==> config.mk <==
export PLATFORM = sky130hd
export DESIGN_NAME = pc_sequencer
export DESIGN_NICKNAME = d
export VERILOG_FILES = /design/src/rtl/pcs_pkg.sv /design/src/rtl/pcs_decode.sv /design/src/rtl/pcs_ret_stack.sv /design/src/rtl/pcs_next_pc.sv /design/src/rtl/pc_sequencer.sv
export SDC_FILE = /design/constraint.sdc
export NUM_CORES = 1
export LEC_CHECK = 0
export BUFFER_PORTS_ARGS = -buffer_cell sky130_fd_sc_hd__buf_2
export CAP_MARGIN = 40
export CORE_AREA = 2 2 106 160
export DETAILED_ROUTE_END_ITERATION = 10
export DIE_AREA = 0 0 108 162
export PLACE_DENSITY = 0.53
export RECOVER_POWER = 50
export SYNTH_ARGS = -nofsm -noshare
export SYNTH_HDL_FRONTEND = slang
export SYNTH_SLANG_ARGS = --single-unit
==> constraint.sdc <==
create_clock -name clk -period 4.1 [get_ports clk]
set_input_delay 0.41 -clock clk [delete_from_list [all_inputs] [get_ports clk]]
set_output_delay 0.41 -clock clk [all_outputs]
set_load 0.05 [all_outputs]
==> src/rtl/pcs_pkg.sv <==
package pcs_pkg;

    localparam int PC_W   = 13;
    localparam int IMM_W  = 11;
    localparam int PAGE_W = 5;
    localparam int LIT_W  = 8;
    localparam int PG_W   = PC_W - IMM_W;

    typedef logic [PC_W-1:0] pc_t;

    // Command decoded from the strobe set for one cycle.
    typedef enum logic [2:0] {
        OP_IDLE   = 3'd0,
        OP_ADV    = 3'd1,
        OP_SKIP   = 3'd2,
        OP_JUMP   = 3'd3,
        OP_CALL   = 3'd4,
        OP_RET    = 3'd5,
        OP_RETLIT = 3'd6,
        OP_RETINT = 3'd7
    } op_e;

    // Raw strobes as they arrive from the instruction decoder.
    typedef struct packed {
        logic retint;
        logic retlit;
        logic ret;
        logic call;
        logic jump;
        logic skip;
        logic adv;
    } strobe_t;

    // Per-command properties driving the datapath.
    typedef struct packed {
        logic to_target;  // load page/immediate target
        logic from_stack; // load popped return address
        logic push;       // push return address
        logic two_cycle;  // follow with a bubble
        logic seq;        // add a sequential step
        logic [1:0] step; // size of the sequential step
    } op_attr_t;

    // Stack request for one cycle.
    typedef struct packed {
        logic push;
        logic pop;
        pc_t  val;
    } stk_req_t;

    function automatic op_attr_t op_attr(op_e op);
        op_attr_t a;
        a = '0;
        unique case (op)
            OP_ADV:    begin a.seq = 1'b1; a.step = 2'd1; end
            OP_SKIP:   begin a.seq = 1'b1; a.step = 2'd2; a.two_cycle = 1'b1; end
            OP_JUMP:   begin a.to_target = 1'b1; a.two_cycle = 1'b1; end
            OP_CALL:   begin a.to_target = 1'b1; a.push = 1'b1; a.two_cycle = 1'b1; end
            OP_RET,
            OP_RETLIT,
            OP_RETINT: begin a.from_stack = 1'b1; a.two_cycle = 1'b1; end
            default:   a = '0;
        endcase
        return a;
    endfunction

    function automatic pc_t page_target(logic [PG_W-1:0] pg, logic [IMM_W-1:0] imm);
        return {pg, imm};
    endfunction

endpackage

==> src/rtl/pcs_decode.sv <==
module pcs_decode
    import pcs_pkg::*;
(
    input  strobe_t strobe_i,
    input  logic    bubble_i,
    output op_e     op_o
);

    // Fixed priority; everything is masked during a bubble cycle.
    always_comb begin
        op_o = OP_IDLE;
        if (!bubble_i) begin
            if      (strobe_i.retint) op_o = OP_RETINT;
            else if (strobe_i.retlit) op_o = OP_RETLIT;
            else if (strobe_i.ret)    op_o = OP_RET;
            else if (strobe_i.call)   op_o = OP_CALL;
            else if (strobe_i.jump)   op_o = OP_JUMP;
            else if (strobe_i.skip)   op_o = OP_SKIP;
            else if (strobe_i.adv)    op_o = OP_ADV;
            else                      op_o = OP_IDLE;
        end
    end

endmodule

==> src/rtl/pcs_ret_stack.sv <==
module pcs_ret_stack #(
    parameter int DEPTH = 8,
    parameter int W     = 13
) (
    input  logic         clk,
    input  logic         rst,
    input  logic         push_i,
    input  logic         pop_i,
    input  logic [W-1:0] push_val_i,
    output logic [W-1:0] top_o
);

    localparam int PTR_W = (DEPTH > 1) ? $clog2(DEPTH) : 1;
    localparam logic [PTR_W-1:0] LAST = PTR_W'(DEPTH - 1);

    logic [PTR_W-1:0] ptr_q;
    logic [PTR_W-1:0] ptr_inc;
    logic [PTR_W-1:0] ptr_dec;
    logic [W-1:0]     ent_q [DEPTH];

    // Circular pointer: wraps both ways, no full/empty tracking.
    assign ptr_inc = (ptr_q == LAST) ? '0 : ptr_q + 1'b1;
    assign ptr_dec = (ptr_q == '0) ? LAST : ptr_q - 1'b1;
    assign top_o   = ent_q[ptr_dec];

    always_ff @(posedge clk) begin
        if (rst)         ptr_q <= '0;
        else if (push_i) ptr_q <= ptr_inc;
        else if (pop_i)  ptr_q <= ptr_dec;
    end

    for (genvar i = 0; i < DEPTH; i++) begin : g_ent
        always_ff @(posedge clk) begin
            if (rst)
                ent_q[i] <= '0;
            else if (push_i && (ptr_q == PTR_W'(i)))
                ent_q[i] <= push_val_i;
        end
    end

    // a push and a pop never share a cycle
    p_excl_r12: assert property (@(posedge clk) disable iff (rst)
        !(push_i && pop_i));

    // the pointer advances with wrap on push
    p_push_wrap_r12: assert property (@(posedge clk) disable iff (rst)
        push_i |=> ptr_q == (($past(ptr_q) == LAST) ? '0 : $past(ptr_q) + 1'b1));

    // the pointer retreats with wrap on pop
    p_pop_wrap_r12: assert property (@(posedge clk) disable iff (rst)
        pop_i |=> ptr_q == (($past(ptr_q) == '0) ? LAST : $past(ptr_q) - 1'b1));

    // the pushed value is what a following pop would return
    p_push_top_r4: assert property (@(posedge clk) disable iff (rst)
        push_i |=> top_o == $past(push_val_i));

endmodule

==> src/rtl/pcs_next_pc.sv <==
module pcs_next_pc
    import pcs_pkg::*;
(
    input  pcs_pkg::pc_t               pc_i,
    input  pcs_pkg::op_e               op_i,
    input  logic [pcs_pkg::IMM_W-1:0]  imm_i,
    input  logic [pcs_pkg::PG_W-1:0]   page_hi_i,
    input  pcs_pkg::pc_t               stk_top_i,
    output pcs_pkg::pc_t               pc_nxt_o,
    output logic                       bubble_nxt_o,
    output pcs_pkg::stk_req_t          stk_req_o
);

    op_attr_t attr;
    pc_t      seq_pc;
    pc_t      ret_addr;

    assign attr     = op_attr(op_i);
    assign seq_pc   = pc_i + pc_t'(attr.step);
    assign ret_addr = pc_i + pc_t'(1);

    always_comb begin
        if (attr.to_target)       pc_nxt_o = page_target(page_hi_i, imm_i);
        else if (attr.from_stack) pc_nxt_o = stk_top_i;
        else if (attr.seq)        pc_nxt_o = seq_pc;
        else                      pc_nxt_o = pc_i;
    end

    assign bubble_nxt_o  = attr.two_cycle;
    assign stk_req_o.push = attr.push;
    assign stk_req_o.pop  = attr.from_stack;
    assign stk_req_o.val  = ret_addr;

endmodule

==> src/rtl/pc_sequencer.sv <==
module pc_sequencer
    import pcs_pkg::*;
#(
    parameter int STK_DEPTH = 8,
    parameter int PAGE_LO   = 3
) (
    input  logic                       clk,
    input  logic                       rst,
    input  logic                       adv_i,
    input  logic                       skip_i,
    input  logic                       jump_i,
    input  logic                       call_i,
    input  logic                       ret_i,
    input  logic                       retlit_i,
    input  logic                       retint_i,
    input  logic [pcs_pkg::IMM_W-1:0]  imm_i,
    input  logic [pcs_pkg::PAGE_W-1:0] page_i,
    input  logic [pcs_pkg::LIT_W-1:0]  lit_i,
    output logic [pcs_pkg::PC_W-1:0]   fetch_addr_o,
    output logic                       wload_o,
    output logic [pcs_pkg::LIT_W-1:0]  wlit_o,
    output logic                       gie_set_o,
    output logic                       bubble_o
);

    strobe_t             strobe;
    op_e                 op;
    pc_t                 pc_q;
    pc_t                 pc_nxt;
    logic                bubble_q;
    logic                bubble_nxt;
    stk_req_t            stk_req;
    pc_t                 stk_top;
    logic [PG_W-1:0]     page_hi;
    logic                unused_page;

    assign strobe = '{retint: retint_i, retlit: retlit_i, ret: ret_i,
                      call: call_i, jump: jump_i, skip: skip_i, adv: adv_i};

    assign page_hi     = page_i[PAGE_LO +: PG_W];
    assign unused_page = ^page_i;

    pcs_decode u_decode (
        .strobe_i (strobe),
        .bubble_i (bubble_q),
        .op_o     (op)
    );

    pcs_next_pc u_next (
        .pc_i         (pc_q),
        .op_i         (op),
        .imm_i        (imm_i),
        .page_hi_i    (page_hi),
        .stk_top_i    (stk_top),
        .pc_nxt_o     (pc_nxt),
        .bubble_nxt_o (bubble_nxt),
        .stk_req_o    (stk_req)
    );

    pcs_ret_stack #(
        .DEPTH (STK_DEPTH),
        .W     (PC_W)
    ) u_stack (
        .clk        (clk),
        .rst        (rst),
        .push_i     (stk_req.push),
        .pop_i      (stk_req.pop),
        .push_val_i (stk_req.val),
        .top_o      (stk_top)
    );

    always_ff @(posedge clk) begin
        if (rst) begin
            pc_q     <= '0;
            bubble_q <= 1'b0;
        end else begin
            pc_q     <= pc_nxt;
            bubble_q <= bubble_nxt;
        end
    end

    assign fetch_addr_o = pc_q;
    assign bubble_o     = bubble_q;
    assign wload_o      = (op == OP_RETLIT);
    assign wlit_o       = wload_o ? lit_i : '0;
    assign gie_set_o    = (op == OP_RETINT);

    // advance steps by one with modulo wrap
    p_adv_r2: assert property (@(posedge clk) disable iff (rst)
        (op == OP_ADV) |=> fetch_addr_o == $past(fetch_addr_o) + 1'b1 && !bubble_o);

    // jump target from page bits and immediate
    p_jump_r3: assert property (@(posedge clk) disable iff (rst)
        (op == OP_JUMP) |=> fetch_addr_o == {$past(page_i[PAGE_LO +: PG_W]), $past(imm_i)});

    // skip moves two ahead
    p_skip_r8: assert property (@(posedge clk) disable iff (rst)
        (op == OP_SKIP) |=> fetch_addr_o == $past(fetch_addr_o) + 2'd2);

    // two-cycle commands are followed by a bubble
    p_two_cycle_r9: assert property (@(posedge clk) disable iff (rst)
        (op inside {OP_SKIP, OP_JUMP, OP_CALL, OP_RET, OP_RETLIT, OP_RETINT}) |=> bubble_o);

    // a bubble lasts one cycle and holds the address
    p_bubble_one_r9: assert property (@(posedge clk) disable iff (rst)
        bubble_o |=> !bubble_o && fetch_addr_o == $past(fetch_addr_o));

    // no side strobes during a bubble
    p_bubble_quiet_r9: assert property (@(posedge clk) disable iff (rst)
        bubble_o |-> !wload_o && !gie_set_o);

    // literal accompanies the load strobe only
    p_wlit_r6: assert property (@(posedge clk) disable iff (rst)
        wload_o ? (wlit_o == lit_i) : (wlit_o == '0));

    // no strobe holds the address
    p_idle_r11: assert property (@(posedge clk) disable iff (rst)
        (!bubble_o && strobe == '0) |=> $stable(fetch_addr_o) && !bubble_o);

    // side strobes are mutually exclusive
    p_one_side_r10: assert property (@(posedge clk) disable iff (rst)
        !(wload_o && gie_set_o));

endmodule

==> flow_summary.json, run 1 <==
{
  "rows": 57,
  "synth_area_um2": 6350,
  "synth_fp_nets": 626,
  "finalNonFillerCells": 850,
  "area_growth_syn_to_layout_pct": 17.2,
  "die_w_um": 108,
  "setup_violations": 0,
  "reg2reg_setup_slack_ns": 0.92,
  "status": "completed",
  "insertedDiodeCount": 0,
  "dp_hpwl_um": 12800,
  "synth-async-reset-ratio_pct": 0,
  "root_buffer": "clkbuf_16",
  "drive_gt1_share_pct": 17.5,
  "hold_path_depth": 3,
  "start_kind": "flip-flop",
  "cts-resized-gates": 0,
  "ys.flop_type": "edfxtp_1",
  "cp_max_fo": 16,
  "routabilityCongestion": 0.883,
  "worst_setup_path_end_kind": "flip-flop",
  "ys_ff_latch": 121,
  "maxCapViolCount": 0,
  "fin_worst_skew_ns": 0.0145,
  "max_freq_mhz": 315,
  "detailedRoute.firstPassIterationCount": 5,
  "r2r_cells": 10,
  "clockBufferDepth": 2,
  "rsz0062_at_grt": "no",
  "tightest_slew_ns": 0.939,
  "syn_inst": 582,
  "h-tree-depth": 4,
  "numCtsBuffers": 17,
  "cts_setup_buffers": 0,
  "routed_wl_um": 18600,
  "cts_hold_buf": 0,
  "synth.yosys.seq_area_share_pct": 54.6,
  "clkLatencyLatePin_ns": 0.42,
  "vdd_ir_drop_max_uv": 278,
  "min_to": "fetch_addr_o[11]",
  "io_pins": 57,
  "vias": 4880,
  "synth_edf_count": 104,
  "nets": 675,
  "cp.required_ns": 4.37,
  "gr-total-overflow": 0,
  "nFillCells": 1485,
  "period_needed_ns": 3.18,
  "yosysUniqueCellTypes": 59,
  "slew_headroom_pct": 37.0,
  "fin_crit_sh_pct": 77.5,
  "cellPowerDensity_nw_per_um2": 527,
  "io_buffers": 53,
  "p_leak_uw": 0.00265,
  "drcViolationCount": 0,
  "path_class": "reg -> reg",
  "fp.dieH_um": 162,
  "initial_utilization_pct": 39.5,
  "path_clk_slew_ns": 0.07,
  "grt_max_degree": 35,
  "hold_class": "in -> reg",
  "finalMaxSlewViolations": 0,
  "ant_nets": 0,
  "coreArea_um2": 16000,
  "yosys.area.top_type": "edfxtp_1",
  "r2r-start": "u_stack.ptr_q[0]",
  "drt_iter0_drc": 380,
  "total_power_uw": 3920,
  "final_core_util_pct": 46.3,
  "synth_top_area_share_pct": 49.2,
  "antenna_found_initial": 0,
  "grt_pass1_wl_um": 27900,
  "ys_warn_count": 0,
  "wl_per_cell_um": 21.9,
  "numPlacedInstances": 818,
  "hold_viol": 0,
  "tns_ns": 0,
  "arrival_ns": 3.45,
  "cts_tree": "built",
  "syn_avg_cell_area_um2": 10.9,
  "die-area_um2": 17500,
  "clkSinkCount": 121,
  "netlist_top_cells_area": "edfxtp_1 49%, nor2_1 7.7%, dfxtp_1 5.4%",
  "vias_per_cell": 5.74,
  "cp-startpoint": "u_stack.ptr_q[0]",
  "min_from": "page_i[3]",
  "grt_use_total_pct": 22.0,
  "grt_pass1_vias": 4846,
  "worstReg2RegEnd": "fetch_addr_o[5]"
}
## Yosys cell counts, types with 6 or more instances
cell type / number
nor2_1: 131
edfxtp_1: 104
o21ai_0: 22
nand2_1: 21
a21oi_1: 18
a22oi_1: 18
clkbuf_1: 18
o221ai_1: 18
dfxtp_1: 17
buf_2: 16
nand3_1: 14
o22ai_1: 14
xnor2_1: 14
nor3_1: 12
mux2i_1: 11
ha_1: 10
and2_1: 9
inv_1: 8
mux2_2: 8
o211ai_1: 8
mux4_2: 7
xor2_1: 7
a31o_2: 6
## metal layers
metal | GRT usage, % | wire length (um)
met5 | 0 | 0
met4 | 10.8 | 711
met2 | 38.4 | 9740
met1 | 25.6 | 7080
met3 | 4.13 | 1060
## where the power goes
part	switching, uW	internal, uW	total, uW
Combinational	516	239	755
Sequential	81.0	1400	1480
Clock	593	1090	1690
## flip-flops by register name, indices dropped and copies added, names as in the netlist
register and count:
u_stack.ptr_q 3, bubble_o 1, fetch_addr_o 13, u_stack.ent_q 104
## cell type report
| type | count | area [um2] | area share [%] |
|---|---|---|---|
| Tap cell | 206 | 258 | 3.47 |
| Clock buffer | 17 | 425 | 5.72 |
| Clock inverter | 15 | 239 | 3.21 |
| Multi-Input combinational cell | 410 | 2630 | 35.3 |
| Timing Repair Buffer | 71 | 388 | 5.22 |
| Inverter | 10 | 37.5 | 0.505 |
| Sequential cell | 121 | 3460 | 46.6 |
## how the worst max path moves through the flow
stage                      end  cells after the start
2_1_floorplan        wlit_o[0]                      3
3_3_place_gp   fetch_addr_o[9]                     12
3_5_place_dp   fetch_addr_o[9]                     12
4_1_cts        fetch_addr_o[5]                     10
5_1_grt        fetch_addr_o[9]                     12
6_report       fetch_addr_o[5]                     10
## through the flow
stage          setup slack (ns)  hold slack, ns  cell area, um2
2_1_floorplan             0.870           0.483            6350
3_3_place_gp              0.954           0.517            6760
3_5_place_dp              0.910           0.528            6820
4_1_cts                    1.24           0.278            7480
5_1_grt                   0.586           0.303            7440
6_report                  0.922           0.285            7440
## layout by cell type, fill, tap and decap left out, types with 4 or more instances in the layout
| cell type | instances |
|---|---|
| nand3_1 | 14 |
| xnor2_1 | 14 |
| a2111oi_0 | 4 |
| xor2_1 | 7 |
| buf_4 | 17 |
| clkbuf_16 | 17 |
| ha_1 | 10 |
| a221oi_1 | 4 |
| inv_1 | 8 |
| clkbuf_1 | 16 |
| edfxtp_1 | 104 |
| bufinv_16 | 5 |
| and3_1 | 4 |
| o22ai_1 | 14 |
| o211ai_1 | 8 |
| mux2i_1 | 11 |
| a22oi_1 | 18 |
| o21ai_0 | 22 |
| nand2b_1 | 4 |
| o221ai_1 | 18 |
| nor3_1 | 12 |
| buf_2 | 37 |
| nand2_1 | 21 |
| a31o_1 | 5 |
| nor2_1 | 133 |
| and2_1 | 8 |
| a21oi_1 | 19 |
| clkinv_4 | 5 |
| nor2b_1 | 5 |
| dfxtp_1 | 17 |
| mux2_2 | 8 |
| mux4_2 | 7 |
## logic make-up (layout without fill, tap and decap cells)
kind of cell	Yosys count	count (layout)	synth area share, %
AOI/OAI and AO/OA	132	132	14.8
xor gates and xnor gates	21	21	2.90
adders and majority gates	11	11	2.29
buffers and inverters	51	113	3.69
DFF	121	121	54.6
muxes	27	27	5.82
and+or+nand+nor	219	219	16.0
## worst max-delay path, cell delays in order, from the launching register on
cell,delay [ns]
dfxtp_1,0.29
buf_4,0.18
inv_2,0.08
ha_1,0.54
nor3_1,0.10
a21oi_1,0.72
buf_4,0.35
buf_4,0.21
o21ai_0,0.13
a22oi_1,0.28
o221ai_2,0.13
Power figures use the tool's default switching activity.
==> inputs of run 2 (changes only) <==
--- a/config.mk
+++ b/config.mk
@@ -10,7 +10,7 @@
 export CORE_AREA = 2 2 106 160
 export DETAILED_ROUTE_END_ITERATION = 10
 export DIE_AREA = 0 0 108 162
-export PLACE_DENSITY = 0.53
+export PLACE_DENSITY = 0.55
 export RECOVER_POWER = 50
 export SYNTH_ARGS = -nofsm -noshare
 export SYNTH_HDL_FRONTEND = slang
==> constraint.sdc (replaced) <==
create_clock -name clk -period 2.8 [get_ports clk]
set_input_delay 0.28 -clock clk [delete_from_list [all_inputs] [get_ports clk]]
set_output_delay 0.28 -clock clk [all_outputs]
set_load 0.05 [all_outputs]
==> flow_summary.json, run 2 (synthesized netlist as in run 1, its figures left out) <==
{
  "p_leak_uw": 0.00269,
  "clockBufferDepth": 2,
  "final_cell_mix": "132 x nor2_1, 104 x edfxtp_1, 38 x buf_2",
  "tns_ns": 0,
  "io_buffers": 53,
  "swShare_pct": 31.3,
  "period_needed_ns": 2.50,
  "vias": 4991,
  "antenna_found_initial": 0,
  "grt_pass1_wl_um": 27500,
  "total_power_uw": 5610,
  "cts_hold_buf": 0,
  "crit_chain": "inv_1 > ha_1 > nor3_1 > a21oi_2 > buf_4 > buf_4 > o221ai_1 > o21ai_0 > a21oi_1 > a2111oi_0",
  "detailedRoute.firstPassIterationCount": 5,
  "rows": 57,
  "numCtsBuffers": 17,
  "ant_nets": 0,
  "drive_gt1_share_pct": 19.4,
  "arrival_ns": 2.79,
  "r2r_cells": 10,
  "cts_tree": "built",
  "cp_max_fo": 9,
  "status": "completed",
  "nFillCells": 1500,
  "drcViolationCount": 0,
  "seqPwrFrac_pct": 38.4,
  "r2r-start": "u_stack.ptr_q[1]",
  "fin_crit_sh_pct": 89.4,
  "nets": 692,
  "hold_viol": 0,
  "root_buffer": "clkbuf_16",
  "wl_per_cell_um": 21.3,
  "max_stage_delay_ns": 0.41,
  "gr-total-overflow": 0,
  "area_growth_syn_to_layout_pct": 18.4,
  "reg2reg_setup_slack_ns": 0.30,
  "worst_setup_path_end_kind": "flip-flop",
  "die_w_um": 108,
  "min_from": "imm_i[2]",
  "layout_commonest_cell": "nor2_1",
  "endpoint": "fetch_addr_o[11]",
  "io_pins": 57,
  "largest_register_ffs": 104,
  "cp_slowest_cell": "ha_1",
  "initial_utilization_pct": 39.5,
  "drt_iter0_drc": 467,
  "vias_per_cell": 5.76,
  "h-tree-depth": 4,
  "cp.required_ns": 3.09,
  "grt_max_degree": 35,
  "vdd_ir_drop_max_uv": 404,
  "clockPowerShare_pct": 40.9,
  "cpMostUsedCell": "buf_4",
  "rsz0062_at_grt": "no",
  "cellPowerDensity_nw_per_um2": 746,
  "crit_cells": 10,
  "p_sw_uw": 1750,
  "hold_class": "in -> reg",
  "clkLatencyLatePin_ns": 0.42,
  "cts_setup_buffers": 0,
  "cp-startpoint": "u_stack.ptr_q[1]",
  "die-area_um2": 17500,
  "routabilityCongestion": 0.863,
  "p_int_uw": 3850,
  "path_clk_slew_ns": 0.07,
  "routed_wl_um": 18400,
  "clkSinkCount": 121,
  "coreArea_um2": 16000,
  "setup_violations": 0,
  "path_class": "reg -> reg",
  "grt_pass1_vias": 4871,
  "top_register": "u_stack.ent_q",
  "max_freq_mhz": 400,
  "maxCapViolCount": 0,
  "slew_headroom_pct": 36.0,
  "worstReg2RegEnd": "fetch_addr_o[11]",
  "finalMaxSlewViolations": 0,
  "worst-path-buf-inv": 3,
  "dp_hpwl_um": 13000,
  "cts-resized-gates": 0,
  "fin_worst_skew_ns": 0.0121,
  "start_kind": "flip-flop",
  "tightest_slew_ns": 0.953,
  "grt_use_total_pct": 21.6,
  "insertedDiodeCount": 0,
  "cp_top_family": "compound AO/OA/AOI/OAI gates",
  "pwr-share-comb_pct": 20.7,
  "fp.dieH_um": 162
}
## run 2: changes by cell type in the layout (fill, tap and decap cells not counted), moves of 2 or more
cell and delta:
bufinv_16 -2, inv_6 +2, buf_4 +11, clkinv_4 -5, clkbuf_1 +5, clkinvlp_4 +3
## run 2: tightest hold or removal path: stages
cell and delay (ns):
buf_2 0.08, a22oi_1 0.07, o211ai_2 0.14
## run 2: worst min-delay path by stage
| stage | to | cells past startpoint | slack, ns |
|---|---|---|---|
| after floorplan | bubble_o | 2 | 0.45 |
| after global placement | u_stack.ptr_q[1] | 2 | 0.52 |
| after detailed placement | u_stack.ptr_q[1] | 2 | 0.52 |
| after CTS | fetch_addr_o[7] | 3 | 0.16 |
| after global routing | fetch_addr_o[2] | 3 | 0.19 |
| final | fetch_addr_o[2] | 3 | 0.18 |
## run 2: power groups by stage
stage	clock network, uW	registers (uW)	logic [uW]
after floorplan	0	2250	672
after global placement	0	2180	1160
after detailed placement	0	2190	1170
after CTS	2310	2150	1170
after global routing	2380	2160	1240
final	2290	2150	1160
## run 2: final cells by class
type	count	area [um2]	share of cell area (%)
Clock inverter	15	190	2.53
Multi-Input combinational cell	410	2640	35.1
Inverter	10	37.5	0.500
Sequential cell	121	3460	46.1
Clock buffer	17	425	5.66
Timing Repair Buffer	88	499	6.64
Tap cell	206	258	3.43
## run 2: through the flow
| stage | hold WS [ns] | cells | util [%] | setup slack, ns | area (um2) |
|---|---|---|---|---|---|
| 6_report | 0.177 | 867 | 46.8 | 0.298 | 7510 |
| 5_1_grt | 0.188 | 867 | 46.8 | 0.0667 | 7510 |
| 4_1_cts | 0.161 | 867 | 47.2 | 0.333 | 7570 |
| 3_5_place_dp | 0.521 | 835 | 43.3 | 0.0677 | 6950 |
| 3_3_place_gp | 0.517 | 835 | 43.3 | 0.145 | 6950 |
| 2_1_floorplan | 0.448 | 582 | - | 0.156 | 6350 |
## run 2: per-layer routing
metal / GRT usage, % / vias to the layer above / wire length (um)
met5: 0 / - / 0
met4: 12.7 / 0 / 915
met3: 3.09 / 42 / 1010
met2: 37.4 / 213 / 9430
met1: 24.9 / 2437 / 7080
li1: - / 2299 / -
